--- src/rtl/dbn_pkg.sv ---
package dbn_pkg;
  localparam int ADDR_W   = 12;
  localparam int TBL_LEN  = 10;
  localparam int MAX_US   = 512000;
  localparam logic [3:0] REGION_READ = 4'h5;
  localparam logic [3:0] REGION_SET  = 4'h6;
  localparam logic [3:0] REGION_CLR  = 4'h7;
  localparam logic [7:0] STORE_MASK  = 8'hF1;

  // Stable time in microseconds for each index of the ordered table.
  function automatic int stable_us(input logic [3:0] idx);
    case (idx)
      4'd0:    return 125;
      4'd1:    return 250;
      4'd2:    return 500;
      4'd3:    return 1000;
      4'd4:    return 16000;
      4'd5:    return 32000;
      4'd6:    return 64000;
      4'd7:    return 128000;
      4'd8:    return 256000;
      4'd9:    return 512000;
      default: return 0;
    endcase
  endfunction

  // Number of ticks a difference must last, never less than one.
  function automatic int stable_ticks(input logic [3:0] idx, input int tick_us);
    int t;
    t = stable_us(idx) / tick_us;
    return (t < 1) ? 1 : t;
  endfunction
endpackage

--- src/rtl/dbn_regs.sv ---
module dbn_regs #(
  parameter int DBN_LINES = 6
) (
  input  logic                          clk,
  input  logic                          rst_n,
  input  logic                          wr_en_i,
  input  logic [dbn_pkg::ADDR_W-1:0]    wr_addr_i,
  input  logic [31:0]                   wr_data_i,
  input  logic [dbn_pkg::ADDR_W-1:0]    rd_addr_i,
  output logic [31:0]                   rd_data_o,
  output logic [DBN_LINES-1:0]          en_o,
  output logic [DBN_LINES*4-1:0]        idx_o,
  output logic [DBN_LINES-1:0]          restart_o
);
  import dbn_pkg::*;

  localparam int NWORDS = (DBN_LINES + 3) / 4;
  localparam int WORD_W = 6;

  logic [7:0]             fld_q   [DBN_LINES];
  logic [7:0]             fld_d   [DBN_LINES];
  logic [DBN_LINES-1:0]   restart_q, restart_d;
  logic [DBN_LINES*8-1:0] fld_flat;

  logic [3:0]        wr_region, rd_region;
  logic [WORD_W-1:0] wr_word, rd_word;
  logic              wr_aligned, rd_aligned;
  logic              set_hit, clr_hit;

  assign wr_region  = wr_addr_i[ADDR_W-1:8];
  assign wr_word    = wr_addr_i[7:2];
  assign wr_aligned = (wr_addr_i[1:0] == 2'b00);
  assign rd_region  = rd_addr_i[ADDR_W-1:8];
  assign rd_word    = rd_addr_i[7:2];
  assign rd_aligned = (rd_addr_i[1:0] == 2'b00);

  assign set_hit = wr_en_i && wr_aligned && (wr_region == REGION_SET);
  assign clr_hit = wr_en_i && wr_aligned && (wr_region == REGION_CLR);

  // Next-state for stored bytes and restart strobes
  always_comb begin
    for (int l = 0; l < DBN_LINES; l++) begin
      logic [7:0] wbyte;
      logic       sel;
      wbyte        = wr_data_i[(l % 4) * 8 +: 8];
      sel          = (int'(wr_word) == (l / 4));
      fld_d[l]     = fld_q[l];
      restart_d[l] = 1'b0;
      if (set_hit && sel) begin
        fld_d[l]     = fld_q[l] | (wbyte & STORE_MASK);
        restart_d[l] = wbyte[1];
      end else if (clr_hit && sel) begin
        fld_d[l]     = fld_q[l] & ~wbyte;
      end
    end
  end

  always_ff @(posedge clk or negedge rst_n) begin
    if (!rst_n) begin
      for (int l = 0; l < DBN_LINES; l++) fld_q[l] <= '0;
      restart_q <= '0;
    end else begin
      for (int l = 0; l < DBN_LINES; l++) fld_q[l] <= fld_d[l];
      restart_q <= restart_d;
    end
  end

  // Read view assembly
  always_comb begin
    rd_data_o = '0;
    if (rd_aligned && (rd_region == REGION_READ) && (int'(rd_word) < NWORDS)) begin
      for (int l = 0; l < DBN_LINES; l++) begin
        if (int'(rd_word) == (l / 4)) rd_data_o[(l % 4) * 8 +: 8] = fld_q[l];
      end
    end
  end

  generate
    for (genvar l = 0; l < DBN_LINES; l++) begin : g_out
      assign en_o[l]          = fld_q[l][0];
      assign idx_o[l*4 +: 4]  = fld_q[l][7:4];
      assign fld_flat[l*8 +: 8] = fld_q[l];
    end
  endgenerate
  assign restart_o = restart_q;

  // a write into the read window changes no stored byte
  a_r4_readview_ignored: assert property (@(posedge clk) disable iff (!rst_n)
    (wr_en_i && (wr_region == REGION_READ)) |=> $stable(fld_flat));

  // a restart strobe only follows a write
  a_r3_restart_from_write: assert property (@(posedge clk) disable iff (!rst_n)
    (|restart_q) |-> $past(wr_en_i));

  // bits [3:1] of every stored byte stay zero
  a_r3_unstored_bits_zero: assert property (@(posedge clk) disable iff (!rst_n)
    (fld_flat & {DBN_LINES{8'h0E}}) == '0);
endmodule

--- src/rtl/dbn_filter.sv ---
module dbn_filter #(
  parameter int TICK_US = 125,
  parameter int CNT_W   = 13
) (
  input  logic       clk,
  input  logic       rst_n,
  input  logic       raw_i,
  input  logic       tick_i,
  input  logic       en_i,
  input  logic [3:0] idx_i,
  input  logic       restart_i,
  output logic       filt_o
);
  import dbn_pkg::*;

  logic             active;
  int               limit;
  logic             out_q, out_d;
  logic [CNT_W-1:0] cnt_q, cnt_d;

  assign active = en_i && (int'(idx_i) < TBL_LEN);
  assign limit  = stable_ticks(idx_i, TICK_US);

  always_comb begin
    out_d = out_q;
    cnt_d = cnt_q;
    if (!active) begin
      out_d = raw_i;
      cnt_d = '0;
    end else if (restart_i) begin
      cnt_d = '0;
    end else if (raw_i == out_q) begin
      cnt_d = '0;
    end else if (tick_i) begin
      if (int'(cnt_q) + 1 >= limit) begin
        out_d = raw_i;
        cnt_d = '0;
      end else begin
        cnt_d = cnt_q + 1'b1;
      end
    end
  end

  always_ff @(posedge clk or negedge rst_n) begin
    if (!rst_n) begin
      out_q <= 1'b0;
      cnt_q <= '0;
    end else begin
      out_q <= out_d;
      cnt_q <= cnt_d;
    end
  end

  assign filt_o = active ? out_q : raw_i;

  a_r7_restart_keeps_out: assert property (@(posedge clk) disable iff (!rst_n)
    (active && restart_i) |=> $stable(out_q));

  a_r5_no_tick_no_change: assert property (@(posedge clk) disable iff (!rst_n)
    (active && !tick_i) |=> $stable(out_q));

  a_r6_match_clears_count: assert property (@(posedge clk) disable iff (!rst_n)
    (active && (raw_i == out_q)) |=> (cnt_q == '0));

  a_r8_idle_tracks_raw: assert property (@(posedge clk) disable iff (!rst_n)
    (!active) |=> (out_q == $past(raw_i)));
endmodule

--- src/rtl/line_debounce_bank.sv ---
module line_debounce_bank #(
  parameter int NUM_LINES = 8,
  parameter int DBN_LINES = 6,
  parameter int TICK_US   = 125
) (
  input  logic                       clk,
  input  logic                       rst_n,
  input  logic                       tick_i,
  input  logic [NUM_LINES-1:0]       raw_i,
  input  logic                       wr_en_i,
  input  logic [dbn_pkg::ADDR_W-1:0] wr_addr_i,
  input  logic [31:0]                wr_data_i,
  input  logic [dbn_pkg::ADDR_W-1:0] rd_addr_i,
  output logic [31:0]                rd_data_o,
  output logic [NUM_LINES-1:0]       filt_o
);
  localparam int MAX_TICKS = dbn_pkg::MAX_US / TICK_US;
  localparam int CNT_W     = $clog2(MAX_TICKS + 1);

  logic [1:0]           rst_sync_q;
  logic                 rst_core_n;
  logic [DBN_LINES-1:0]   en_w, restart_w;
  logic [DBN_LINES*4-1:0] idx_w;

  // Asynchronous assert, synchronous release
  always_ff @(posedge clk or negedge rst_n) begin
    if (!rst_n) rst_sync_q <= 2'b00;
    else        rst_sync_q <= {rst_sync_q[0], 1'b1};
  end
  assign rst_core_n = rst_sync_q[1];

  dbn_regs #(.DBN_LINES(DBN_LINES)) regs_i (
    .clk       (clk),
    .rst_n     (rst_core_n),
    .wr_en_i   (wr_en_i),
    .wr_addr_i (wr_addr_i),
    .wr_data_i (wr_data_i),
    .rd_addr_i (rd_addr_i),
    .rd_data_o (rd_data_o),
    .en_o      (en_w),
    .idx_o     (idx_w),
    .restart_o (restart_w)
  );

  generate
    for (genvar l = 0; l < NUM_LINES; l++) begin : g_line
      if (l < DBN_LINES) begin : g_filt
        dbn_filter #(.TICK_US(TICK_US), .CNT_W(CNT_W)) filt_i (
          .clk       (clk),
          .rst_n     (rst_core_n),
          .raw_i     (raw_i[l]),
          .tick_i    (tick_i),
          .en_i      (en_w[l]),
          .idx_i     (idx_w[l*4 +: 4]),
          .restart_i (restart_w[l]),
          .filt_o    (filt_o[l])
        );
      end else begin : g_pass
        assign filt_o[l] = raw_i[l];
      end
    end
  endgenerate
endmodule

--- config.mk ---
export PLATFORM = sky130hd
export DESIGN_NAME = line_debounce_bank
export DESIGN_NICKNAME = d
export VERILOG_FILES = /design/src/rtl/dbn_pkg.sv /design/src/rtl/dbn_regs.sv /design/src/rtl/dbn_filter.sv /design/src/rtl/line_debounce_bank.sv
export SDC_FILE = /design/constraint.sdc
export NUM_CORES = 1
export LEC_CHECK = 0
export ABC_CLOCK_PERIOD_IN_PS = 5500
export BUFFER_PORTS_ARGS = -buffer_cell sky130_fd_sc_hd__buf_4
export CORE_ASPECT_RATIO = 0.5
export CORE_MARGIN = 3
export CORE_UTILIZATION = 40
export CTS_BUF_LIST = sky130_fd_sc_hd__clkbuf_16
export CTS_CLUSTER_SIZE = 28
export DETAILED_ROUTE_END_ITERATION = 8
export PLACE_DENSITY = 0.63
export SYNTH_ARGS = -nofsm -noshare
export SYNTH_HDL_FRONTEND = slang
export SYNTH_SLANG_ARGS = --single-unit
--- constraint.sdc ---
create_clock -name clk -period 5.5 [get_ports clk]
set_clock_uncertainty 0.1 [all_clocks]
set_input_delay 0.825 -clock clk [delete_from_list [all_inputs] [get_ports clk]]
set_output_delay 0.825 -clock clk [all_outputs]
set_load 0.1 [all_outputs]
Word level (Yosys, flattened, before mapping)
Memories as Yosys holds them, arrays and structs flattened.
Cells that the tools add are included.
{"block": "totals", "out_inout_bits": 40, "reg_bits": 140, "mem_count": 6, "elab_cells": 244, "mem_bits_ro": 1824}
{"block": "classes", "bitwise_logic": 16, "div": 6, "order_cmp": 19, "mux": 97, "n_eq_ne": 41, "reduce_logical": 27, "add_sub_neg": 12}
{"memory": "(no name shown)", "depth": 16, "word_bits": 19, "read_ports": 1, "rd_ports_with_merged_regs": 0, "wr": 0, "line": "dbn_pkg.sv:12", "text": "case (idx)"}
{"memory": "(no name shown)", "depth": 16, "word_bits": 19, "read_ports": 1, "rd_ports_with_merged_regs": 0, "wr": 0, "line": "dbn_pkg.sv:12"}
{"memory": "(no name shown)", "depth": 16, "word_bits": 19, "read_ports": 1, "rd_ports_with_merged_regs": 0, "wr": 0, "line": "dbn_pkg.sv:12"}
{"memory": "(no name shown)", "depth": 16, "word_bits": 19, "read_ports": 1, "rd_ports_with_merged_regs": 0, "wr": 0, "line": "dbn_pkg.sv:12"}
{"memory": "(no name shown)", "depth": 16, "word_bits": 19, "read_ports": 1, "rd_ports_with_merged_regs": 0, "wr": 0, "line": "dbn_pkg.sv:12"}
{"memory": "(no name shown)", "depth": 16, "word_bits": 19, "read_ports": 1, "rd_ports_with_merged_regs": 0, "wr": 0, "line": "dbn_pkg.sv:12"}
{"cell": "2-to-1 mux 13 bit", "count": 30}
{"cell": "2-to-1 mux 32 bit", "count": 7}
{"cell": "divider 32 x 8 -> 32 bit (second input constant)", "count": 6}
{"cell": "greater-or-equal comparator 32 bit", "count": 6}
{"cell": "< comparator 32 x 2 -> 1 bit (second input constant)", "count": 6}
{"cell": "2-to-1 mux 8 bit", "count": 18}
{"cell": "adder 13 x 1 -> 14 bit (second input constant)", "count": 6}
{"cell": "adder 13 x 1 -> 13 bit (second input constant)", "count": 6}
{"cell": "bitwise AND 8 bit", "count": 6}
{"cell": "inequality test 2 bit (second input constant)", "count": 24}
{"cell": "OR 8 bit", "count": 6}
{"cell": "2-to-1 mux 1 bit", "count": 42}
{"cell": "inverter 8 bit", "count": 4}
{"cell": "< comparator 4 bit (second input constant)", "count": 6}
{"cell": "AND reduction 4 bit", "count": 6}
{"cell": "inequality test 4 bit (second input constant)", "count": 5}
{"cell": "logical AND 1 bit", "count": 15}
{"cell": "equality test 4 x 3 -> 1 bit (second input constant)", "count": 3}
{"cell": "equality test 6 x 2 -> 1 bit (second input constant)", "count": 2}
{"cell": "logical NOT 6 bit", "count": 2}
{"cell": "equality test 1 bit", "count": 6}
{"cell": "< comparator 6 x 2 -> 1 bit (second input constant)", "count": 1}
{"cell": "logical NOT 2 bit", "count": 2}
{"cell": "inequality test 4 x 3 -> 1 bit (second input constant)", "count": 1}
{"cell": "nonzero test 2 bit", "count": 2}

Depth between registers and ports, before layout
An unclocked memory read counts as a cell.
{"block": "logic_depth", "depth_word": 10, "depth_mapped": 37, "ltp_nobuf": 33}

By module
Synthesis repeated with hierarchy kept, for this count alone.
{"block": "hier_totals", "cells_unflattened": 1570, "hier_area_um2": 13240.2}
{"mod": "dbn_filter (g_line[0].g_filt.filt_i ...)", "area_per_inst_um2": 1664.1, "instances": 4, "cells_each": 207}
{"mod": "dbn_filter (g_line[4].g_filt.filt_i ...)", "area_per_inst_um2": 1646.6, "instances": 2, "cells_each": 204}
{"mod": "dbn_regs", "area_per_inst_um2": 3221.8, "instances": 1, "cells_each": 329}
{"mod": "line_debounce_bank", "area_per_inst_um2": 68.8, "instances": 1, "cells_each": 5}

Worst setup path before layout
Ideal clock, no wire load.
{"block": "synth_path", "path_kind": "register to register", "startpoint": "register with a tool-made name", "endpoint": "register g_line[1].g_filt.filt_i.cnt_q[12]", "stages_incl_launch_ff": 36, "setup_ns": 0.087, "path_slack_ns": -0.832, "arrival_ns": 6.145, "path_buffers": 3, "period_less_slack_ns": 6.332, "required_ns": 5.313, "cell_sequence": "dfrtp_1 > clkbuf_1 > nor2b_1 > clkbuf_1 > o21a_1 > ha_1 > inv_1 > a21o_1 > a21oi_1 > inv_1 > ha_1 > nor2_1 > nor2_1 > ha_1 > nor2_1 > nor2_1 > ha_1 > nor2_1 > nor2_1 > ha_1 > inv_1 > o2111ai_1 > a21o_1 > ha_1 > a221o_1 > or4b_1 > o2111ai_1 > ha_1 > nor2b_1 > o21ai_0 > nand4_1 > a31oi_1 > or4b_1 > buf_2 > or3_1 > o211ai_1"}
{"element": "end signal: assignment", "line": "dbn_filter.sv:50", "text": "cnt_q <= cnt_d;"}
{"element": "end: declaration", "line": "dbn_filter.sv:19", "text": "logic [CNT_W-1:0] cnt_q, cnt_d;"}

==> impl_metrics.ini <==
[route]
ant_nets = 0
routed_wl_um = 30400
wl_per_cell_um = 15.9
drt_first_pass_iters = 5
vias = 10500
via_per_inst = 5.50
drt_iter0_markers = 727
drc = 0

[clock_tree]
clk_latency_ns = 0.45
cts_tree = yes
cts_max_level = 4
cts_max_path_buffers = 2
cts_buffers = 17
cts.sinks = 140
hold_buffers = 0
cts-root-buf = clkbuf_16
path_clk_slew_ns = 0.06

[logic_synthesis]
synth_cells = 1347
synth_edf_count = 0
synthTopCellsByArea = dfrtp_1 31%, ha_1 14%, a22o_1 4.6%
yosysTopAreaCellShare = 0.307
synth_seq_cells = 140
synth_cell_types = 69
ys_seq_area_frac = 0.307
ys.flop_type = dfrtp_1
synthTopCellsByCount = 140 x dfrtp_1, 140 x nand2_1, 138 x nor2_1
yosysWarningCount = 0
synth_top_area_cell = dfrtp_1
syn_avg_cell_area_um2 = 8.47
async_reset_ff_frac = 1.00
synth_area_mm2 = 0.0114

[setup_path]
critPathKind = reg -> reg
cp_slowest_stage_delay_ns = 0.55
timing.reg2reg.setup_slack_ns = -0.59
arrival_ns = 6.37
required_ns = 5.78
cp-start-kind = flip-flop
cp_slowest_cell = or4b_4
cp_max_fo = 5
cp-end-kind = flip-flop

[floorplan]
start_util = 0.409
core_area_mm2 = 0.0279
chipHeight_um = 125
io_pins = 108
fp.dieArea_mm2 = 0.0307
rows = 43
die_w_um = 245

[power_and_ir_drop]
pwr-share-seq = 0.435
power.total_uw = 2400
power.leakage_uw = 0.00658
p_per_area_mw_per_mm2 = 169
ir_drop_v = 0.000215
p_int_uw = 1810
netSwitchingFraction = 0.246
clkPwrFrac = 0.500
p_comb_frac = 0.065
p_switching_uw = 592

[sta]
clock.fmax_mhz = 164
slew_viol_final = 0
tns_ns = -7.74
rsz0062_at_grt = true
tightest_slew_ns = 1.19
setup_viol = 27
finalCriticalPeriod_ns = 6.09
relSlewSlack = 0.204
finalWorstSetupSlack_ns = -0.589
hold_slack_ns = 0.0507
hold_viol_final = 0
period_share = 1.11

[cells_and_area]
antenna_cells = 0
drive_above_1_share = 0.233
fill_cells = 2570
fin_cells = 1908
area_growth_syn_to_layout_pct = 24.7
nets = 1712

[global_routing]
antenna_found_initial = 0
grt_max_degree = 57
grt_pass1_wl_um = 49700
grt_pass1_vias = 10200
grt_usage = 0.197
grt-ovfl-total = 0

[place]
place.port_buffers = 103
place.gp.congestion = 0.871
hpwlAfterDp_um = 22100
placedCellCount = 1846

[flow_run]
maxCapViolCount = 0

[outcome]
violations = negative setup slack
outcome = finished with violations

[worst_hold_path]
min_path_type = in -> async
## layout make-up
cell class / instances / area [um^2] / share of cell area
inverters: 46 / 173 / 0.0121
flip-flops and latches: 140 / 3510 / 0.246
repair buffers: 204 / 1590 / 0.111
well taps: 382 / 478 / 0.0336
multi-input cells: 1104 / 7890 / 0.554
clock buffers: 17 / 425 / 0.0299
clock inverters: 15 / 174 / 0.0122
## cells in the final DEF, fill, tap and decap left out, types with 17 or more instances in the layout
cell type,instances
or3_1,22
a22o_1,60
a31oi_1,25
mux2i_1,18
dfrtp_1,139
inv_1,42
ha_1,120
nand3_1,70
xnor2_1,38
o21ai_0,48
clkbuf_16,17
xor2_1,32
nor2_1,124
nand2_1,139
buf_4,192
a21boi_0,18
nor3_1,25
a21oi_1,39
and2_1,23
nor2b_1,29
## metal layers
metal / part of all wire / GRT usage / vias to the layer above
met4: 0.020 / 0.0690 / 0
li1: - / - / 5165
met2: 0.49 / 0.330 / 178
met5: 0 / 0 / -
met1: 0.47 / 0.261 / 5114
met3: 0.026 / 0.0276 / 39
## cells by family after synthesis
kind of cell	Yosys count	synth area share
xor gates and xnor gates	70	0.0537
AOI/OAI and AO/OA	311	0.185
buffers and inverters	111	0.0430
adders and majority gates	131	0.144
muxes	32	0.0296
and+or+nand+nor	551	0.237
other	1	0.000329
DFF	140	0.307
## power by group through the flow
stage | clock network, uW | registers [uW] | logic (uW)
2_1_floorplan | 0 | 1070 | 80.0
3_3_place_gp | 0 | 1060 | 147
3_5_place_dp | 0 | 1060 | 151
4_1_cts | 1230 | 1050 | 153
5_1_grt | 1270 | 1050 | 174
6_report | 1200 | 1050 | 157
## repair_timing
| action | CTS | global route |
|---|---|---|
| endpoints found under the setup margin | 44 | 56 |
| cloned | 1 | 2 |
| buffers inserted | 17 | 15 |
| pin swaps | 19 | 59 |
| gates resized for setup | 37 | 67 |
| hold endpoints to repair | 0 | 0 |
## path summary, 6_finish.rpt
| path | start | to | cells past startpoint |
|---|---|---|---|
| setup reg to reg | flip-flop | g_line[1].g_filt.filt_i.cnt_q[7] | 33 |
| hold / removal | rst_n | rst_sync_q[1] | 1 |
| hold reg to reg | rst_sync_q[1] | g_line[3].g_filt.filt_i.out_q | 0 |
| max in group asynchronous | rst_sync_q[1] | g_line[5].g_filt.filt_i.cnt_q[9] | 1 |
| setup / recovery | flip-flop | g_line[1].g_filt.filt_i.cnt_q[7] | 33 |
| min in group clk | rst_sync_q[0] | rst_sync_q[1] | 0 |
## worst max-delay path, delay by kind of cell (launching register included)
family / cells / cell delay [ns]
DFF: 1 / 0.39
and+or+nand+nor: 11 / 1.83
buffers and inverters: 4 / 0.32
adders and majority gates: 7 / 1.63
AOI/OAI and AO/OA: 11 / 1.75
## per-stage QoR
stage / util / setup slack, ns / instance area [um^2]
3_5_place_dp: 0.468 / -0.703 / 13000
5_1_grt: 0.511 / -0.834 / 14200
6_report: 0.511 / -0.589 / 14200
4_1_cts: 0.499 / -0.580 / 13900
3_3_place_gp: 0.468 / -0.477 / 13000
2_1_floorplan: - / -0.575 / 11600
No activity file was read; power rests on OpenSTA's default activity.
